==> src/rtl/vsd_pkg.sv <==
package vsd_pkg;

    typedef enum logic [1:0] {
        COMP_CB = 2'd0,
        COMP_Y  = 2'd1,
        COMP_CR = 2'd2
    } comp_e;

    // Decoded reference code, one cycle after its status byte
    typedef struct packed {
        logic vld;   // status byte passed protection check
        logic err;   // status byte failed protection check
        logic f;
        logic v;
        logic h;
    } ref_code_t;

    function automatic logic [3:0] prot_bits(input logic f, input logic v, input logic h);
        return {v ^ h, f ^ h, f ^ v, f ^ v ^ h};
    endfunction

    function automatic comp_e phase_to_comp(input logic [1:0] ph);
        case (ph)
            2'd0:    return COMP_CB;
            2'd2:    return COMP_CR;
            default: return COMP_Y;
        endcase
    endfunction

endpackage

==> src/rtl/vsd_code_finder.sv <==
module vsd_code_finder
    import vsd_pkg::*;
#(
    parameter int DW = 8
) (
    input  logic          clk,
    input  logic          rst_n,
    input  logic [DW-1:0] din,
    output ref_code_t     code,
    output logic [DW-1:0] byte_o
);
    localparam logic [DW-1:0] ALL_ONES  = {DW{1'b1}};
    localparam logic [DW-1:0] ALL_ZEROS = {DW{1'b0}};

    typedef struct packed {
        logic [1:0]    pre;   // preamble bytes matched so far
        ref_code_t     code;
        logic [DW-1:0] byt;
    } fstate_t;

    fstate_t s_d, s_q;

    always_comb begin
        s_d          = s_q;
        s_d.byt      = din;
        s_d.code     = '0;
        s_d.code.f   = din[DW-2];
        s_d.code.v   = din[DW-3];
        s_d.code.h   = din[DW-4];
        case (s_q.pre)
            2'd0: s_d.pre = (din == ALL_ONES) ? 2'd1 : 2'd0;
            2'd1: s_d.pre = (din == ALL_ZEROS) ? 2'd2 : ((din == ALL_ONES) ? 2'd1 : 2'd0);
            2'd2: s_d.pre = (din == ALL_ZEROS) ? 2'd3 : ((din == ALL_ONES) ? 2'd1 : 2'd0);
            default: begin
                s_d.pre = (din == ALL_ONES) ? 2'd1 : 2'd0;
                if (din[DW-1]) begin
                    if (din[3:0] == prot_bits(din[DW-2], din[DW-3], din[DW-4]))
                        s_d.code.vld = 1'b1;
                    else
                        s_d.code.err = 1'b1;
                end
            end
        endcase
    end

    always_ff @(posedge clk) begin
        if (!rst_n) s_q <= '0;
        else        s_q <= s_d;
    end

    assign code   = s_q.code;
    assign byte_o = s_q.byt;

    AST_ERR_EXCLUDES_VLD: assert property (@(posedge clk) disable iff (!rst_n)
        s_q.code.err |-> !s_q.code.vld);
    AST_CODE_NEEDS_PREAMBLE: assert property (@(posedge clk) disable iff (!rst_n)
        (s_q.code.vld || s_q.code.err) |-> $past(s_q.pre) == 2'd3);

endmodule

==> src/rtl/vsd_timing.sv <==
module vsd_timing
    import vsd_pkg::*;
#(
    parameter int DW           = 8,
    parameter int ACTIVE_BYTES = 1440,
    parameter int LINE_W       = 10
) (
    input  logic              clk,
    input  logic              rst_n,
    input  ref_code_t         code,
    input  logic [DW-1:0]     byte_i,
    output logic              dv,
    output logic [DW-1:0]     dout,
    output logic [1:0]        comp,
    output logic              field,
    output logic              vblank,
    output logic              hblank,
    output logic              sol,
    output logic              sof,
    output logic              prot_err,
    output logic [LINE_W-1:0] line_num
);
    localparam int AW = $clog2(ACTIVE_BYTES + 1);
    localparam logic [AW-1:0] WIN_LEN = AW'(ACTIVE_BYTES);

    typedef struct packed {
        logic [AW-1:0]     rem;
        logic [1:0]        phase;
        logic              pend;
        logic [LINE_W-1:0] line;
        logic              field;
        logic              vblank;
        logic              hblank;
        logic              dv;
        logic [DW-1:0]     dout;
        comp_e             comp;
        logic              sol;
        logic              sof;
        logic              perr;
    } tstate_t;

    tstate_t t_d, t_q;
    logic    fchg;

    always_comb begin
        t_d      = t_q;
        t_d.dv   = 1'b0;
        t_d.sol  = 1'b0;
        t_d.sof  = 1'b0;
        t_d.perr = code.err;
        t_d.dout = byte_i;
        fchg     = code.f != t_q.field;
        if (code.vld) begin
            t_d.field  = code.f;
            t_d.vblank = code.v;
            t_d.hblank = code.h;
            t_d.rem    = '0;
            if (fchg) begin
                t_d.line = '0;
                t_d.pend = 1'b1;
            end
            if (!code.h) begin
                t_d.line  = (fchg ? '0 : t_q.line) + LINE_W'(1);
                t_d.sol   = 1'b1;
                t_d.phase = 2'd0;
                if (!code.v) begin
                    t_d.rem = WIN_LEN;
                    if (t_q.pend || fchg) begin
                        t_d.sof  = 1'b1;
                        t_d.pend = 1'b0;
                    end
                end
            end
        end else if (t_q.rem != '0) begin
            t_d.dv    = 1'b1;
            t_d.rem   = t_q.rem - AW'(1);
            t_d.phase = t_q.phase + 2'd1;
            t_d.comp  = phase_to_comp(t_q.phase);
        end
    end

    always_ff @(posedge clk) begin
        if (!rst_n) begin
            t_q        <= '0;
            t_q.vblank <= 1'b1;
            t_q.hblank <= 1'b1;
            t_q.comp   <= COMP_CB;
        end else begin
            t_q <= t_d;
        end
    end

    assign dv       = t_q.dv;
    assign dout     = t_q.dout;
    assign comp     = t_q.comp;
    assign field    = t_q.field;
    assign vblank   = t_q.vblank;
    assign hblank   = t_q.hblank;
    assign sol      = t_q.sol;
    assign sof      = t_q.sof;
    assign prot_err = t_q.perr;
    assign line_num = t_q.line;

    // run length of consecutive valid bytes, kept apart from the window counter
    logic [AW:0] run_q;
    always_ff @(posedge clk) begin
        if (!rst_n)      run_q <= '0;
        else if (t_q.dv) run_q <= run_q + (AW+1)'(1);
        else             run_q <= '0;
    end

    AST_RUN_WITHIN_WINDOW: assert property (@(posedge clk) disable iff (!rst_n)
        run_q <= (AW+1)'(ACTIVE_BYTES));
    AST_VALID_NOT_IN_HBLANK: assert property (@(posedge clk) disable iff (!rst_n)
        t_q.dv |-> !t_q.hblank);
    AST_ERR_FREEZES_FLAGS: assert property (@(posedge clk) disable iff (!rst_n)
        t_q.perr |-> $stable(t_q.field) && $stable(t_q.vblank) && $stable(t_q.hblank)
                     && $stable(t_q.line));
    AST_FIRST_BYTE_IS_CB: assert property (@(posedge clk) disable iff (!rst_n)
        (t_q.sol && !t_q.vblank) |=> t_q.dv && t_q.comp == COMP_CB);
    AST_SOF_IN_ACTIVE: assert property (@(posedge clk) disable iff (!rst_n)
        t_q.sof |-> t_q.sol && !t_q.vblank && !t_q.hblank);
    AST_LINE_STEP: assert property (@(posedge clk) disable iff (!rst_n)
        t_q.sol |-> (t_q.line == $past(t_q.line) + LINE_W'(1)) || (t_q.line == LINE_W'(1)));

endmodule

==> src/rtl/vid_sync_decoder.sv <==
module vid_sync_decoder
    import vsd_pkg::*;
#(
    parameter int DW           = 8,
    parameter int ACTIVE_BYTES = 1440,
    parameter int LINE_W       = 10
) (
    input  logic              clk,
    input  logic              rst_n,
    input  logic [DW-1:0]     din,
    output logic              dv,
    output logic [DW-1:0]     dout,
    output logic [1:0]        comp,
    output logic              field,
    output logic              vblank,
    output logic              hblank,
    output logic              sol,
    output logic              sof,
    output logic              prot_err,
    output logic [LINE_W-1:0] line_num
);
    ref_code_t     code_w;
    logic [DW-1:0] byte_w;

    vsd_code_finder #(.DW(DW)) u_find (
        .clk    (clk),
        .rst_n  (rst_n),
        .din    (din),
        .code   (code_w),
        .byte_o (byte_w)
    );

    vsd_timing #(.DW(DW), .ACTIVE_BYTES(ACTIVE_BYTES), .LINE_W(LINE_W)) u_time (
        .clk      (clk),
        .rst_n    (rst_n),
        .code     (code_w),
        .byte_i   (byte_w),
        .dv       (dv),
        .dout     (dout),
        .comp     (comp),
        .field    (field),
        .vblank   (vblank),
        .hblank   (hblank),
        .sol      (sol),
        .sof      (sof),
        .prot_err (prot_err),
        .line_num (line_num)
    );

endmodule

==> config.mk <==
export PLATFORM = sky130hd
export DESIGN_NAME = vid_sync_decoder
export DESIGN_NICKNAME = d
export VERILOG_FILES = /design/src/rtl/vsd_pkg.sv /design/src/rtl/vsd_code_finder.sv /design/src/rtl/vsd_timing.sv /design/src/rtl/vid_sync_decoder.sv
export SDC_FILE = /design/constraint.sdc
export NUM_CORES = 1
export LEC_CHECK = 0
export BUFFER_PORTS_ARGS = -buffer_cell sky130_fd_sc_hd__buf_2
export CAP_MARGIN = 20
export CORE_MARGIN = 2
export CORE_UTILIZATION = 55
export DETAILED_ROUTE_END_ITERATION = 7
export GPL_TIMING_DRIVEN = 0
export PLACE_DENSITY = 0.77
export SKIP_LAST_GASP = 1
export SYNTH_ARGS = -nofsm -noshare
export SYNTH_HDL_FRONTEND = slang
export SYNTH_SLANG_ARGS = --single-unit
==> constraint.sdc <==
create_clock -name clk -period 5.01 [get_ports clk]
set_input_delay 1.002 -clock clk [delete_from_list [all_inputs] [get_ports clk]]
set_output_delay 1.002 -clock clk [all_outputs]
set_load 0.02 [all_outputs]
==> parameters.txt <==
Parameter                              Value

Pwr
  Sum of internal, switching and leakage power    ~0.0012 W
  Total internal power    0.000828 W
  Clock share of power    28.9%
  Leakage power total    ~1.3 nW
  Relative contribution of sequential cells to total power    42.8%
  Combinational fraction of design power    28.3%
  Power per cell area    425 nW/um^2
  Net Sw Frac    32.0%
  Highest ir drop seen on vdd    0.186 mV
  Sw power    0.000389 W

STA
  Number of setup violations in the final report    0
  Final cycle utilization of the critical path    45.6%
  Hold Fails Final Rpt    0
  Largest clock skew in the final design    4.80 ps
  Tmin final    about 2300 ps
  Sum of negative setup slack    0 ps
  Worst hold slack    440 ps
  Worst slew slack as a fraction of its limit    65.2%
  Pins Over Slew Limit    0
  Maximum clock frequency    438 MHz
  Transition time at the pin with the least slew margin    approximately 520 ps
  Setup repair after global routing missed its margin    no

Setup path
  Critical path, cell by cell    xnor2_2, nand2_1, inv_1, ha_1, and4b_1, nand3_1, o2111a_1, a311o_1
  Slack of the worst reg-to-reg path    2730 ps
  Slowest stage cell on the critical path    sky130_fd_sc_hd__xnor2_2
  Critical Setup Path Class    flop to flop
  Critical path fanouts, max    10
  Data required time at the worst endpoint    5220 ps
  Sort of element at the end of the critical path    flop
  Worst Path Arrival    2490 ps
  Delay of the slowest cell on the worst path    430 ps
  Critical Path Start Type    flop

Routing
  Post-detailed-route DRC marker count    0
  Metal2 WL    2300 microns
  Sum of routed wire segments on met1    2250 microns
  Routed wl met3    161 microns
  Number of DRC violations after detailed-routing iteration 0    88
  Routed Wire Length    4780 microns
  Via count    between 1,500 and 2,000
  Detailed-route wire length per cell    between 10 and 15 microns
  Routed via count divided by cell count    between 5 and 6
  Residual antenna-violating net count after detailed routing    0
  Highest metal used    met4
  Total iterations of the first detailed-routing run    4

Clocking
  Number of buffers on the longest clock path    2
  Post-CTS setup-driven buffer insertion count    0
  CTS root buffer    sky130_fd_sc_hd__clkbuf_8
  TritonCTS clock tree    built
  Hold buffer count at cts    0
  PostCTS Resize Cnt    0
  Clk sinks    53
  Number of clock buffers inserted by TritonCTS    5
  Htree depth    2
  Clock insertion delay at the later pin of the skew report    310 ps
  Clock transition time at the flip-flop clock pins of the worst setup and hold paths    100 ps

Logic synthesis
  Flip-flop and latch count after synthesis    53
  Compound-gate portion of the synthesized area    10.6%
  Number of cells produced by synthesis    270
  Share of the yosys chip area belonging to registers    42.8%
  Commonest cells in the netlist    sky130_fd_sc_hd__dfxtp_1 (53), sky130_fd_sc_hd__nor2_1 (24), sky130_fd_sc_hd__nand2_1 (22)
  Count of warnings emitted by yosys    0
  Number of enable flip-flop cells after synthesis    0
  Most area-hungry cell type in the Yosys netlist    sky130_fd_sc_hd__dfxtp_1
  Share of flip-flops with an asynchronous set or reset    0%
  Mapped Avg Cell Area    9.18 sq um
  Primary flip-flop cell chosen by synthesis mapping    sky130_fd_sc_hd__dfxtp_1
  Post-synthesis cell type count    48
  Simple-gate area share of the yosys netlist    between 20% and 30%
  Adder-cell area share of the yosys netlist    a little over 5%
  Fraction of post-synthesis cell area in the top cell type by area    42.8%
  Synth area leaders    sky130_fd_sc_hd__dfxtp_1 (43%), sky130_fd_sc_hd__buf_4 (6.1%), sky130_fd_sc_hd__ha_1 (5.0%)
  Multiplexer share of the synthesized area    1.21%
  Cell with the most instances after synthesis    sky130_fd_sc_hd__dfxtp_1
  Parity-gate share of the synthesized area counting xor and xnor cells    4.54%
  Dominant combinational cell family by area after synthesis    simple AND/OR/NAND/NOR gates
  Synthesized Nets    290
  Synth Cell Area    2480 sq um

Placed design
  RD Place Congestion    0.773
  Detailed placement HPWL    3400 microns
  Post-place instance area    2720 sq um
  Buffers on Ports    36

Global route
  Global-route wire length before repair    8150 microns
  Maximum number of pins on one net before global-route repair    18
  Number of antenna violations at the first check in global routing    0
  Remaining global-route overflow    0
  Global Route Usage Sum    20.5%
  Number of global-route vias before repair    1,805

Die
  I/O pin count    37
  FP Rows    24
  Overall die area    5060 sq um
  Initial Utilization    56.9%
  Chip height    about 71 microns
  Die Span X    71.1 microns
  CORE AREA    4350 sq um

Layout
  Area taken by multi-input logic gates    1170 sq um
  Final design area excluding fillers    2860 sq um
  Final nets    333
  Ant diodes    0
  Layout overhead on the synthesized area    15.4%
  Fillers    372
  Flip-flop and latch area    ~1100 sq um
  Fraction of final layout cells with drive strength greater than 1    23.6%

Status
  Status    completed

Flow run
  Number of max-cap violations    0

Hold path
  Hold WC Path Type    flop to flop
-- path summary, 6_finish.rpt --
| kind | start | cells past startpoint | end |
|---|---|---|---|
| setup / recovery | u_time.field$_SDFFE_PN0P_ | 8 | u_time.line_num[8]$_SDFFE_PN0P_ |
| hold / removal | u_find.byte_o[1]$_SDFF_PN0_ | 1 | u_time.dout[1]$_SDFF_PN0_ |
| setup reg to reg | u_time.field$_SDFFE_PN0P_ | 8 | u_time.line_num[8]$_SDFFE_PN0P_ |
| hold reg to reg | u_find.byte_o[1]$_SDFF_PN0_ | 1 | u_time.dout[1]$_SDFF_PN0_ |
-- sequential cells by signal, indices dropped and copies added (netlist names), 2 cells and up --
signal	flops
u_time.line_num	10
u_time.t_q	14
u_time.comp	2
u_find.code	2
u_time.dout	8
u_find.s_q	2
u_find.byte_o	8
-- metrics by stage --
stage	util, %	cells	setup WS (ps)
floorplan	-	270	2870
global placement	62.6	358	2620
detailed placement	62.6	358	2620
CTS	65.7	366	2720
global route	65.7	366	2520
finish	65.7	366	2730
-- worst max-delay path, delay by kind of cell, from the launching register on --
kind	cells	cell delay (ps)
compound gates	2	580
xor+xnor	1	430
fa+ha+maj	1	180
buf+inv	1	80
flops	1	370
simple gates	3	550
-- layout make-up --
class                   instances  area share [%]
clock buffers                   5            2.40
flip-flops and latches         53            37.1
repair buffers                 36            6.30
multi-input cells             173            40.9
clock inverters                 3            2.40
plain buffers                  28            6.56
inverters                      16            2.10
well taps                      52            2.27
-- logic make-up (layout without fill, tap and decap cells) --
kind of cell	after synthesis	count (layout)
buffers and inverters	44	88
adders and majority gates	10	10
muxes	3	3
and+or+nand+nor	109	109
AOI/OAI and AO/OA	39	39
DFF	53	53
xor gates and xnor gates	12	12
-- layer usage --
layer	vias up	global-route usage, %
met5	-	0
met4	0	7.34
met3	5	4.70
met2	34	33.6
met1	896	26.7
li1	995	-
-- placed cells by master, fill, tap and decap left out, types with 6 or more instances in the layout --
cell                       count
sky130_fd_sc_hd__nand2_1      22
sky130_fd_sc_hd__ha_1         10
sky130_fd_sc_hd__a31oi_1       8
sky130_fd_sc_hd__buf_4        20
sky130_fd_sc_hd__buf_2        36
sky130_fd_sc_hd__inv_1        16
sky130_fd_sc_hd__dfxtp_1      53
sky130_fd_sc_hd__nor2_1       24
sky130_fd_sc_hd__clkbuf_1      7
sky130_fd_sc_hd__and2_1       15
sky130_fd_sc_hd__nand3_1      12
sky130_fd_sc_hd__o21ai_0      10
sky130_fd_sc_hd__xnor2_1       6
-- power by group through the flow --
stage	registers [W]	clock network, W	logic, W
2_1_floorplan	0.000527	0	0.000273
3_3_place_gp	0.000529	0	0.000332
3_5_place_dp	0.000531	0	0.000341
4_1_cts	0.000521	0.000356	0.000349
5_1_grt	0.000530	0.000370	0.000398
6_report	0.000521	0.000352	0.000345
No activity file was read; power rests on OpenSTA's default activity.
